<file path="src/rtl/lwr_pkg.sv">
package lwr_pkg;
  // Lane order picked for a candidate width.
  typedef enum logic [1:0] {
    ORD_NONE     = 2'd0,
    ORD_NORMAL   = 2'd1,
    ORD_REVERSED = 2'd2
  } lwr_order_e;

  // Number of width candidates for a lane count that is a power of two.
  function automatic int num_widths(input int lanes);
    return $clog2(lanes) + 1;
  endfunction
endpackage

</file>
<file path="src/rtl/lwr_cap_decode.sv">
module lwr_cap_decode #(
  parameter int NUM_LANES = 8,
  parameter int CAP_W     = 6
) (
  input  logic [NUM_LANES-1:0] disable_mask,
  output logic [CAP_W-1:0]     max_cap
);
  localparam int NUM_W = lwr_pkg::num_widths(NUM_LANES);

  logic [NUM_W-1:0] span_ok;

  // Candidate k spans lanes 0 .. (NUM_LANES>>k)-1.
  for (genvar k = 0; k < NUM_W; k++) begin : g_span
    localparam int W = NUM_LANES >> k;
    assign span_ok[k] = ~|disable_mask[W-1:0];
  end

  always_comb begin
    max_cap = '0;
    // Narrowest first so the widest passing span wins.
    for (int k = NUM_W - 1; k >= 0; k--) begin
      if (span_ok[k]) max_cap = CAP_W'(NUM_LANES >> k);
    end
  end
endmodule

</file>
<file path="src/rtl/lwr_qualifier.sv">
module lwr_qualifier #(
  parameter int NUM_LANES  = 8,
  parameter int REV_LEVELS = 2
) (
  input  logic [NUM_LANES-1:0]                       disable_mask,
  input  logic [NUM_LANES-1:0]                       lane_trained,
  input  logic [NUM_LANES-1:0]                       lane_zero_hit,
  output logic [lwr_pkg::num_widths(NUM_LANES)-1:0]  norm_ok,
  output logic [lwr_pkg::num_widths(NUM_LANES)-1:0]  rev_ok
);
  localparam int NUM_W = lwr_pkg::num_widths(NUM_LANES);

  logic [NUM_LANES-1:0] lane_ready;
  assign lane_ready = lane_trained & ~disable_mask;

  for (genvar k = 0; k < NUM_W; k++) begin : g_cand
    localparam int W = NUM_LANES >> k;
    logic span_ready;
    assign span_ready = &lane_ready[W-1:0];
    assign norm_ok[k] = span_ready & lane_zero_hit[0];
    if (k < REV_LEVELS && W > 1) begin : g_rev
      assign rev_ok[k] = span_ready & lane_zero_hit[W-1];
    end else begin : g_norev
      assign rev_ok[k] = 1'b0;
    end
  end
endmodule

</file>
<file path="src/rtl/lwr_select.sv">
module lwr_select #(
  parameter int NUM_LANES = 8,
  parameter int CAP_W     = 6,
  parameter int WID_W     = 4
) (
  input  logic [CAP_W-1:0]                          max_cap,
  input  logic [lwr_pkg::num_widths(NUM_LANES)-1:0] norm_ok,
  input  logic [lwr_pkg::num_widths(NUM_LANES)-1:0] rev_ok,
  input  logic                                      prev_rev_full,
  output logic [WID_W-1:0]                          sel_width,
  output logic                                      sel_rev,
  output logic                                      sel_down
);
  import lwr_pkg::*;
  localparam int NUM_W = num_widths(NUM_LANES);

  logic [NUM_W-1:0] allow;
  logic             max_full;
  lwr_order_e       order;

  assign max_full = (max_cap == CAP_W'(NUM_LANES));

  // Permitted widths for each candidate.
  for (genvar k = 0; k < NUM_W; k++) begin : g_allow
    localparam int W = NUM_LANES >> k;
    if (k == 0) begin : g_full
      assign allow[k] = max_full;
    end else if (W == 1) begin : g_one
      assign allow[k] = (max_cap != '0);
    end else begin : g_mid
      // Full maximum: every narrower width unless a reversed full-width
      // result is in force. Reduced maximum: only the maximum itself.
      assign allow[k] = max_full ? ~prev_rev_full : (max_cap == CAP_W'(W));
    end
  end

  always_comb begin
    sel_width = '0;
    order     = ORD_NONE;
    for (int k = 0; k < NUM_W; k++) begin
      if (order == ORD_NONE && allow[k]) begin
        if (norm_ok[k]) begin
          order     = ORD_NORMAL;
          sel_width = WID_W'(NUM_LANES >> k);
        end else if (rev_ok[k]) begin
          order     = ORD_REVERSED;
          sel_width = WID_W'(NUM_LANES >> k);
        end
      end
    end
    sel_rev  = (order == ORD_REVERSED);
    sel_down = (order == ORD_NONE);
  end
endmodule

</file>
<file path="src/rtl/lwr_lane_map.sv">
module lwr_lane_map #(
  parameter int NUM_LANES = 8,
  parameter int IDX_W     = 3,
  parameter int WID_W     = 4
) (
  input  logic [WID_W-1:0]           width,
  input  logic                       rev,
  output logic [NUM_LANES*IDX_W-1:0] lane_map
);
  for (genvar i = 0; i < NUM_LANES; i++) begin : g_lane
    logic [WID_W-1:0] mirrored;
    logic             in_span;
    assign mirrored = width - WID_W'(1) - WID_W'(i);
    assign in_span  = (WID_W'(i) < width);
    assign lane_map[i*IDX_W +: IDX_W] =
      (rev && in_span) ? mirrored[IDX_W-1:0] : IDX_W'(i);
  end
endmodule

</file>
<file path="src/rtl/link_width_resolver.sv">
module link_width_resolver #(
  parameter int NUM_LANES = 8,
  parameter int CAP_W     = 6,
  parameter int REV_LEVELS = 2
) (
  input  logic                   clk,
  input  logic                   rst_n,
  input  logic [NUM_LANES-1:0]   disable_mask,
  input  logic [NUM_LANES-1:0]   lane_trained,
  input  logic [NUM_LANES-1:0]   lane_zero_hit,
  input  logic                   resolve,
  output logic [$clog2(NUM_LANES):0]           width_out,
  output logic                   reversed,
  output logic                   link_down,
  output logic [NUM_LANES*$clog2(NUM_LANES)-1:0] lane_map,
  output logic [CAP_W-1:0]       max_width_cap
);
  localparam int IDX_W = $clog2(NUM_LANES);
  localparam int WID_W = IDX_W + 1;
  localparam int NUM_W = lwr_pkg::num_widths(NUM_LANES);

  logic [CAP_W-1:0] cap_next;
  logic [NUM_W-1:0] norm_ok, rev_ok;
  logic [WID_W-1:0] sel_width;
  logic             sel_rev, sel_down;

  logic [WID_W-1:0] width_q;
  logic             rev_q, down_q;
  logic [CAP_W-1:0] cap_q;
  logic             prev_rev_full;

  lwr_cap_decode #(.NUM_LANES(NUM_LANES), .CAP_W(CAP_W)) u_cap (
    .disable_mask (disable_mask),
    .max_cap      (cap_next)
  );

  lwr_qualifier #(.NUM_LANES(NUM_LANES), .REV_LEVELS(REV_LEVELS)) u_qual (
    .disable_mask  (disable_mask),
    .lane_trained  (lane_trained),
    .lane_zero_hit (lane_zero_hit),
    .norm_ok       (norm_ok),
    .rev_ok        (rev_ok)
  );

  assign prev_rev_full = rev_q && (width_q == WID_W'(NUM_LANES));

  lwr_select #(.NUM_LANES(NUM_LANES), .CAP_W(CAP_W), .WID_W(WID_W)) u_sel (
    .max_cap       (cap_next),
    .norm_ok       (norm_ok),
    .rev_ok        (rev_ok),
    .prev_rev_full (prev_rev_full),
    .sel_width     (sel_width),
    .sel_rev       (sel_rev),
    .sel_down      (sel_down)
  );

  // Result register: loaded only on a resolve strobe.
  always_ff @(posedge clk) begin
    if (!rst_n) begin
      width_q <= '0;
      rev_q   <= 1'b0;
      down_q  <= 1'b1;
      cap_q   <= CAP_W'(NUM_LANES);
    end else if (resolve) begin
      width_q <= sel_width;
      rev_q   <= sel_rev;
      down_q  <= sel_down;
      cap_q   <= cap_next;
    end
  end

  lwr_lane_map #(.NUM_LANES(NUM_LANES), .IDX_W(IDX_W), .WID_W(WID_W)) u_map (
    .width    (width_q),
    .rev      (rev_q),
    .lane_map (lane_map)
  );

  assign width_out     = width_q;
  assign reversed      = rev_q;
  assign link_down     = down_q;
  assign max_width_cap = cap_q;
endmodule

</file>
<file path="config.mk">
export PLATFORM = sky130hd
export DESIGN_NAME = link_width_resolver
export DESIGN_NICKNAME = d
export VERILOG_FILES = /design/src/rtl/lwr_pkg.sv /design/src/rtl/lwr_cap_decode.sv /design/src/rtl/lwr_qualifier.sv /design/src/rtl/lwr_select.sv /design/src/rtl/lwr_lane_map.sv /design/src/rtl/link_width_resolver.sv
export SDC_FILE = /design/constraint.sdc
export NUM_CORES = 1
export LEC_CHECK = 0
export BUFFER_PORTS_ARGS = -buffer_cell sky130_fd_sc_hd__buf_2
export CAP_MARGIN = 5
export CORE_ASPECT_RATIO = 0.8
export CORE_UTILIZATION = 44
export DETAILED_ROUTE_END_ITERATION = 16
export PLACE_DENSITY_LB_ADDON = 0.12
export SLEW_MARGIN = 10
export SYNTH_ARGS = -nofsm -noshare
export SYNTH_HDL_FRONTEND = slang
export SYNTH_SLANG_ARGS = --single-unit
</file>
<file path="constraint.sdc">
create_clock -name clk -period 4.5 [get_ports clk]
set_input_delay 0.9 -clock clk [delete_from_list [all_inputs] [get_ports clk]]
set_output_delay 0.9 -clock clk [all_outputs]
set_load 0.005 [all_outputs]
</file>
==> reports/summary.txt <==
Status: completed
Port Buffer Count: 55
Number of cells on the critical path: 7
EDFF count, synth: 0
CTS resizes: 0
Crit Reg-Reg Startpoint: width_out[1]
Root Driver: clkbuf_4
Largest net degree at the start of global routing: 18
Clock share of power: 33.4%
Seq. cell area: 200 um2
Slowest CP cell: dfxtp_1
Vias in the first global route: 929
Die Y: 42.7 um
Top Ports: 63
Crit path DAT: 2020 ps
Final Skew: 7.34 ps
Cell mode on critical path: xnor2_1
Die area: 2260 um2
Final core occ: 62.4%
Tightest Pin Transition: 712 ps
Worst-path maximum fanout: 7
CTS clk-pin slew, worst paths: 70 ps
Multi-input gate area: 633 um2
CP cell instances: inv_1 > ha_1 > xnor2_1 > xnor2_1 > o21ai_0 > nand2_1 > buf_2
Mapped cell area: 911 um2
Inst Count DP: 202
Setup ws final: 1580 ps
Path depth of the worst reg2reg path: 7
Die width: 52.9 um
Drt total wl: 2530 um
DP Worst Slack: 1890 ps
Sw Share: 26.8%
Fin crit share: 65.0%
Synth Warn #: 0
Hold buffers post-CTS: 0
Via count: 1118
Hold endpoint: max_width_cap[1]
DRT iter0 DRCs: 31
Crit start category: register
Synth Instances: 132
CTS tree: built
Power density cells: 156 nW/um2
Final Non-Filler Cells: 205
Gp weighted congestion: 0.825
CTS Sinks: 10
Worst hold start: max_width_cap[1]
Reg power frac: 49.5%
Max-Cap Viols: 0
Ant. Diodes: 0
R2r endpoint: width_out[1]
Hold path cells: 2
Flops & latches, synth: 10
Crit end category: output port
First-pass GRT wire length: 3910 um
Final setup vio count: 0
Min cycle time layout: 2920 ps
Final Max Tran Viols: 0
Final ANT Viol Nets: 0
Leak: 0.506 nW
Ys flop type: dfxtp_1
Share of cells above drive strength 1: 36.5%
Hold WC Path Type: reg2reg
Achievable Freq: 342 MHz
Sequential element share of the synthesized area: 22.0%
# nets final: 213
Starting Density: 47.7%
Crit path largest cell delay: 460 ps
Setup CP Type: reg2out
Drt drc: 0
Longest Clk Path Bufs: 2
Clk_lat worst skew: 270 ps
DP HPWL: 1990 um
Setup slack, reg-to-reg: 2570 ps
CORE AREA: 1910 um2
Combinational share of power: 17.1%
H-Tree Depth: 1
Routed len/inst: 12.4 um
Pre-antenna DRT Iters: 4
Vias/cell: 5.45
Setup_tns: 0 ps
Area delta synth->final: 30.8%
Crit-path leading delay family: flip-flops
Net Sw Power: 0.0000497 W
Total track usage: 23.4%
# rows: 14
CP Launch Point: width_out[1]
Cell Int Power: 0.000136 W
Layout filler cell count: 193
Final hold violation count: 0
RSZ-0062 raised after global routing: no
Cts bufs inserted: 3
Yosys cell types: 37
Syn Area/Cell: 6.90 um2
Peak supply drop: 0.158 mV
Post-CTS setup buffers: 0
Initial antenna violation count: 0
GRT overflow: 0
Asr flop ratio synth: 0%
Critical Path RT: 3600 ps
Worst slew margin: 52.1%
WP buf/inv: 2
-- worst reg2reg max path, delay by kind of cell (launching register included) --
kind	cells	cell delay (ps)
fa+ha+maj	1	330
compound gates	2	470
buf+inv	1	140
flops	1	380
simple gates	3	540
-- cell type report --
| cell class | instances | area share [%] |
|---|---|---|
| timing repair buffer | 55 | 23.1 |
| sequential | 10 | 16.8 |
| tap | 24 | 2.52 |
| clock buffer | 3 | 1.89 |
| multi-input combinational | 105 | 53.2 |
| inverter | 8 | 2.52 |
-- layer usage --
metal | global-route usage [%] | part of all wire [%] | vias to the layer above
li1 | - | - | 552
met1 | 29.5 | 45 | 514
met2 | 39.0 | 46 | 52
met3 | 7.17 | 8.1 | 0
met4 | 4.21 | 0 | 0
met5 | 0 | 0 | -
-- state kept, by name, indices dropped and copies added (netlist names) --
name / count
link_down: 1
reversed: 1
max_width_cap: 4
width_out: 4
-- through the flow --
step           cell area, um2  total power (W)  hold WS [ps]
2_1_floorplan             915         0.000111           469
3_3_place_gp             1170         0.000124           456
3_5_place_dp             1170         0.000126           472
6_report                 1190         0.000186           479
5_1_grt                  1190         0.000195           522
4_1_cts                  1190         0.000188           482
-- Yosys cell counts, types with 3 or more instances --
master     n  share of area, %
clkbuf_1   5               2.1
or2_2      3               2.1
nand2b_1   5               3.4
nor3_1     4               2.2
nand2_1   16               6.6
nor2_1    14               5.8
inv_1      8               3.3
ha_1       3               4.1
and2_1     4               2.7
buf_4      3               2.5
nor2b_1    4               2.7
a21oi_1    7               3.8
dfxtp_1   10                22
o21ai_0    7               3.8
nand3_1    6               3.3
xnor2_1    4               3.8
-- worst max-delay path by stage --
stage                         endpoint
after floorplan           lane_map[20]
after global placement    lane_map[20]
after detailed placement  lane_map[20]
after CTS                 lane_map[20]
after global routing      lane_map[20]
final                     lane_map[20]
-- power by group through the flow --
stage | Clock [W] | Sequential, W | Combinational, W
after floorplan | 0 | 0.0000942 | 0.0000168
after global placement | 0 | 0.0000940 | 0.0000305
after detailed placement | 0 | 0.0000940 | 0.0000316
after CTS | 0.0000646 | 0.0000920 | 0.0000317
after global routing | 0.0000670 | 0.0000924 | 0.0000356
final | 0.0000620 | 0.0000920 | 0.0000318
-- layout by cell type, fill, tap and decap left out, drive strengths merged --
cell    instances
buf            55
nand2          16
nor2           14
dfxtp          10
inv             8
o21ai           7
a21oi           7
nand3           6
nand2b          5
nor3            4
xnor2           4
nor2b           4
and2            4
or2             3
ha              3
clkbuf          3
o211ai          3
o21a            2
a211oi          2
and4            2
o22ai           2
a21boi          2
o32ai           2
conb            2
and3            2
nor4            2
or4             1
nand4b          1
a211o           1
nand4           1
nand3b          1
o31ai           1
o221ai          1
-- cell families after synthesis --
| family | share of synthesized area (%) |
|---|---|
| adder cells (fa/ha/maj) | 4.12 |
| AND/OR/NAND/NOR | 38.5 |
| XOR/XNOR | 3.85 |
| other | 0.412 |
| flip-flops | 22.0 |
| buffers and inverters | 8.93 |
| AO/OA/AOI/OAI | 22.3 |
Note: power is estimated with default switching activity, not from simulation.
